File: src/rtl/isr_pkg.sv
package isr_pkg;
  localparam int unsigned ISR_W = 32;
  typedef enum logic {SRC_DATA = 1'b0, SRC_ZERO = 1'b1} isr_src_e;
endpackage

File: src/rtl/isr_shifter.sv
module isr_shifter #(
  parameter int unsigned W  = 32,
  localparam int unsigned CW = $clog2(W + 1)
) (
  input  logic [W-1:0]  cur,
  input  logic [W-1:0]  din,
  input  logic [CW-1:0] n,
  input  logic          right,
  output logic [W-1:0]  nxt
);
  logic [W-1:0]  mask;
  logic [CW-1:0] rem;

  // bit i of the source survives when i < n
  for (genvar i = 0; i < W; i++) begin : g_mask
    assign mask[i] = (CW'(i) < n);
  end

  assign rem = CW'(W) - n;

  always_comb begin
    if (n >= CW'(W))
      nxt = din;
    else if (right)
      nxt = (cur >> n) | ((din & mask) << rem);
    else
      nxt = (cur << n) | (din & mask);
  end
endmodule

File: src/rtl/isr_counter.sv
module isr_counter #(
  parameter int unsigned W  = 32,
  localparam int unsigned CW = $clog2(W + 1)
) (
  input  logic          clk,
  input  logic          clr,
  input  logic          set_en,
  input  logic [CW-1:0] set_val,
  input  logic          add_en,
  input  logic [CW-1:0] add_val,
  input  logic [CW-1:0] thr,
  output logic [CW-1:0] cnt,
  output logic          reached,
  output logic          add_reached
);
  logic [CW:0]   sum;
  logic [CW-1:0] sat;

  assign sum = {1'b0, cnt} + {1'b0, add_val};
  assign sat = (sum > (CW+1)'(W)) ? CW'(W) : sum[CW-1:0];
  assign reached     = (cnt >= thr);
  assign add_reached = (sat >= thr);

  always_ff @(posedge clk) begin
    if (clr)         cnt <= '0;
    else if (set_en) cnt <= set_val;
    else if (add_en) cnt <= sat;
  end
endmodule

File: src/rtl/isr_autopush.sv
module isr_autopush
  import isr_pkg::*;
#(
  parameter int unsigned W  = ISR_W,
  localparam int unsigned CW = $clog2(W + 1),
  localparam int unsigned NW = $clog2(W)
) (
  input  logic          clk,
  input  logic          rst,
  input  logic          restart,
  input  logic          cfg_shift_right,
  input  logic          cfg_autopush,
  input  logic [NW-1:0] cfg_thresh,
  input  logic          in_valid,
  input  logic          in_src,
  input  logic [W-1:0]  in_data,
  input  logic [NW-1:0] in_count,
  input  logic          push_valid,
  input  logic          push_if_full,
  input  logic          wr_valid,
  input  logic [W-1:0]  wr_data,
  input  logic          osr_valid,
  input  logic [W-1:0]  osr_data,
  input  logic [NW-1:0] osr_count,
  input  logic          fifo_ready,
  output logic          fifo_valid,
  output logic [W-1:0]  fifo_data,
  output logic          stall,
  output logic [W-1:0]  isr_value,
  output logic [CW-1:0] shift_cnt
);
  logic [W-1:0]  isr_q, src_bits, shifted;
  logic [CW-1:0] n_in, n_osr, thr;
  logic          busy, accept, push_go, reached, add_reached;
  logic          cnt_clr, cnt_set, cnt_add;

  function automatic logic [CW-1:0] decode_cnt(input logic [NW-1:0] f);
    return (f == '0) ? CW'(W) : CW'(f);
  endfunction

  assign n_in     = decode_cnt(in_count);
  assign n_osr    = decode_cnt(osr_count);
  assign thr      = decode_cnt(cfg_thresh);
  assign src_bits = (isr_src_e'(in_src) == SRC_ZERO) ? '0 : in_data;

  assign busy    = fifo_valid;
  assign accept  = fifo_valid & fifo_ready;
  assign push_go = push_valid & (~push_if_full | reached);

  assign cnt_clr = rst | restart | accept | (~busy & wr_valid);
  assign cnt_set = ~busy & ~wr_valid & osr_valid;
  assign cnt_add = ~busy & ~wr_valid & ~osr_valid & ~push_valid & in_valid;

  isr_shifter #(.W(W)) u_shift (
    .cur   (isr_q),
    .din   (src_bits),
    .n     (n_in),
    .right (cfg_shift_right),
    .nxt   (shifted)
  );

  isr_counter #(.W(W)) u_cnt (
    .clk         (clk),
    .clr         (cnt_clr),
    .set_en      (cnt_set),
    .set_val     (n_osr),
    .add_en      (cnt_add),
    .add_val     (n_in),
    .thr         (thr),
    .cnt         (shift_cnt),
    .reached     (reached),
    .add_reached (add_reached)
  );

  always_ff @(posedge clk) begin
    if (rst || restart) begin
      isr_q      <= '0;
      fifo_valid <= 1'b0;
      fifo_data  <= '0;
    end else if (busy) begin
      if (accept) begin
        isr_q      <= '0;
        fifo_valid <= 1'b0;
      end
    end else if (wr_valid) begin
      isr_q <= wr_data;
    end else if (osr_valid) begin
      isr_q <= osr_data;
    end else if (push_valid) begin
      if (push_go) begin
        fifo_valid <= 1'b1;
        fifo_data  <= isr_q;
      end
    end else if (in_valid) begin
      isr_q <= shifted;
      if (cfg_autopush && add_reached) begin
        fifo_valid <= 1'b1;
        fifo_data  <= shifted;
      end
    end
  end

  assign isr_value = isr_q;
  assign stall     = fifo_valid & ~fifo_ready;
endmodule

File: config.mk
export PLATFORM = sky130hd
export DESIGN_NAME = isr_autopush
export DESIGN_NICKNAME = d
export VERILOG_FILES = /design/src/rtl/isr_pkg.sv /design/src/rtl/isr_shifter.sv /design/src/rtl/isr_counter.sv /design/src/rtl/isr_autopush.sv
export SDC_FILE = /design/constraint.sdc
export NUM_CORES = 1
export LEC_CHECK = 0
export ABC_CLOCK_PERIOD_IN_PS = 10950
export BUFFER_PORTS_ARGS = -buffer_cell sky130_fd_sc_hd__buf_2
export CORE_MARGIN = 10
export CORE_UTILIZATION = 25
export DETAILED_ROUTE_END_ITERATION = 12
export PLACE_DENSITY = 0.44
export SETUP_SLACK_MARGIN = 0.15
export SYNTH_ARGS = -nofsm -noshare
export SYNTH_HDL_FRONTEND = slang
export SYNTH_SLANG_ARGS = --single-unit
export TNS_END_PERCENT = 10
File: constraint.sdc
create_clock -name clk -period 10.95 [get_ports clk]
set_input_delay 2.19 -clock clk [delete_from_list [all_inputs] [get_ports clk]]
set_output_delay 2.19 -clock clk [all_outputs]
set_load 0.03 [all_outputs]
==> flow_metrics.tcl <==
set metrics [dict create \
    synth_top_area_share_pct 12.3 \
    wl_um 71800 \
    nets 1720 \
    cts_sinks 71 \
    rsz0062_at_grt "no" \
    netlist_area_sq_um 11500 \
    core_sq_um 45500 \
    ant_nets 0 \
    areaGrowthSynthToFinish_pct 12.8 \
    drt_iter0_markers 1716 \
    num_vias 13961 \
    cts_root_buffer "clkbuf_16" \
    syn_inst 1507 \
    wl_per_cell_um 32.9 \
    hold_class "flip-flop to flip-flop" \
    drt_pass1_iterations 6 \
    required_ps 11210 \
    cts_hold_buf 0 \
    maxCapViolCount 0 \
    path_class "input port to flip-flop" \
    crit_chain "buf_4, nor4_2, nand2_1, buf_4, inv_1, ha_1, o311ai_2, inv_1, a41oi_1, nor2b_1, ha_1, a21o_1, a21oi_1, o21a_1, o21ai_0, nand2_1, or3_1, a31oi_1" \
    synth.most_common_cell "nor2_1" \
    ys_seq_elements 71 \
    synth-async-reset-ratio_pct 0 \
    drive_above_1_share_pct 22.5 \
    netlist_top_cells_count "nor2_1 (157), nand2_1 (121), a21oi_1 (108)" \
    start_util_pct 25.4 \
    grt_max_degree 63 \
    fin_crit_sh_pct 68.8 \
    ys_types 102 \
    placed_cells 2168 \
    synth_nets 1648 \
    min_period_ps 7530 \
    ctsResizeCount 0 \
    drc 0 \
    post-cts-setup-buffers 0 \
    synth_edf_count 0 \
    gr-usage-all-layers_pct 24.7 \
    hold_viol 0 \
    status "complete, no violations" \
    cts_buffers 9 \
    synth_ff_type "dfxtp_1" \
    die_area_sq_um 55100 \
    critPathSlowestCell "nand2_1" \
    grt_overflow 0 \
    synth_warnings 0 \
    pin_count 195 \
    crit_fanout 48 \
    start_kind "input port" \
    crit_path_end_kind "flip-flop" \
    grt_pass1_vias 13728 \
    io_buffers 194 \
    path_delay_family "simple AND/OR/NAND/NOR gates" \
    synth_area_per_cell_sq_um 7.65 \
    synth_seq_area_share_pct 12.3 \
    setup_ws_ps 3420 \
    p_per_area_nw_per_um2 91.2 \
    htree_levels 3 \
    worst_pin_slew_ps 1150 \
    gp_congestion 0.983 \
    rows 78 \
    vias_per_cell 6.39 \
    critPathBufInv 4 \
    die_w_um 235 \
    post-route-util_pct 28.6 \
    cts_tree "yes" \
    final_max_slew_viol_count 0 \
    finalSetupViolations 0 \
    slew-limit-headroom_pct 23.0 \
    holdWs_ps 473 \
    finalNonFillerCells 2185 \
    clk_pin_slew_ps 70 \
    cts_buffer_depth 2 \
    dp_hpwl_um 55700 \
    antenna_found_initial 0 \
    critical-path-max-stage-delay_ps 780 \
    yosysTopAreaCell "dfxtp_1" \
    pre_cts_slack_ps 3140 \
    die_y_um 235 \
    synth_area_leaders "dfxtp_1 (12%), mux4_2 (11%), nor2_1 (5.1%)" \
    fin_tns_setup_ps 0 \
    grt_pass1_wl_um 103000 \
    crit_arrival_ps 7790 \
    final.setup_skew_ps 13.2 \
    p_leak_nw 4.95 \
    vdd_drop_max_v 0.0000823 \
    fmax_mhz 133 \
    clock_latency_ps 350 \
]
per-layer routing:
metal	routed length, um	up-vias	GRT usage (%)
li1	-	6017	-
met4	3500	0	11.0
met3	6750	132	5.90
met1	30400	6947	32.3
met5	0	-	0
met2	31100	865	37.7
logic make-up (layout without fill, tap and decap cells):
kind of cell    count (synthesis)  after routing  synth area share [%]
mux                           136            136                  20.3
buf+inv                       197            274                  8.50
simple gates                  525            525                  22.9
compound gates                545            545                  32.8
fa+ha+maj                      21             21                  2.21
flops                          71             71                  12.3
xor+xnor                       12             12                 0.912
other cells                     0              1                     0
worst paths after layout:
kind,startpoint,endpoint,slack (ps),cells past startpoint
max,in_count[2],fifo_data[5]$_SDFFE_PP0P_,3420,18
min,fifo_data[11]$_SDFFE_PP0P_,fifo_data[11]$_SDFFE_PP0P_,470,2
max reg2reg,u_cnt.cnt[1]$_SDFFE_PP0P_,fifo_data[5]$_SDFFE_PP0P_,5710,17
min reg2reg,fifo_data[11]$_SDFFE_PP0P_,fifo_data[11]$_SDFFE_PP0P_,470,2
worst min-delay path, cell delays in order, from the launching register on:
cell and delay, ps:
dfxtp_1 320, nand2_1 50, a21oi_1 50
sequential cells by signal, indices dropped and copies added, names as in the netlist:
name        cells
isr_value      32
u_cnt.cnt       6
fifo_data      32
fifo_valid      1
through the flow:
step	instance area, sq um	power [W]
final	13000	0.00119
after global routing	13000	0.00123
after CTS	13000	0.00117
after detailed placement	12700	0.000843
after global placement	12700	0.000848
after floorplan	11500	0.000631
layout by cell type, fill, tap and decap left out, types with 14 or more instances in the layout:
cell type / n
buf_2: 191
nor2_1: 155
nand2_1: 121
a21oi_1: 108
o21ai_0: 101
dfxtp_1: 71
nand3_1: 55
mux4_2: 55
mux2i_1: 52
nor3_1: 38
buf_4: 38
a211oi_1: 33
a22oi_1: 28
inv_1: 27
a31oi_1: 27
o211ai_1: 22
nand2b_1: 21
o22ai_1: 20
nor2b_1: 18
ha_1: 18
mux4_1: 17
a32oi_1: 16
o21ai_1: 16
a221oi_1: 14
o31ai_1: 14
power by group:
part / switching [W] / internal (W)
Sequential: 0.0000348 / 0.000267
Clock: 0.000129 / 0.000201
Combinational: 0.000374 / 0.000180
Total: 0.000538 / 0.000649
cell type report:
type | instances | area (sq um)
well taps | 600 | 751
inverters | 29 | 109
clock buffers | 10 | 229
flip-flops and latches | 71 | 1420
repair buffers | 229 | 1240
multi-input cells | 1239 | 9160
diodes | 1 | 2.50
fillers | 5045 | 32500
clock inverters | 6 | 93.8
No activity file was read; power rests on OpenSTA's default activity.
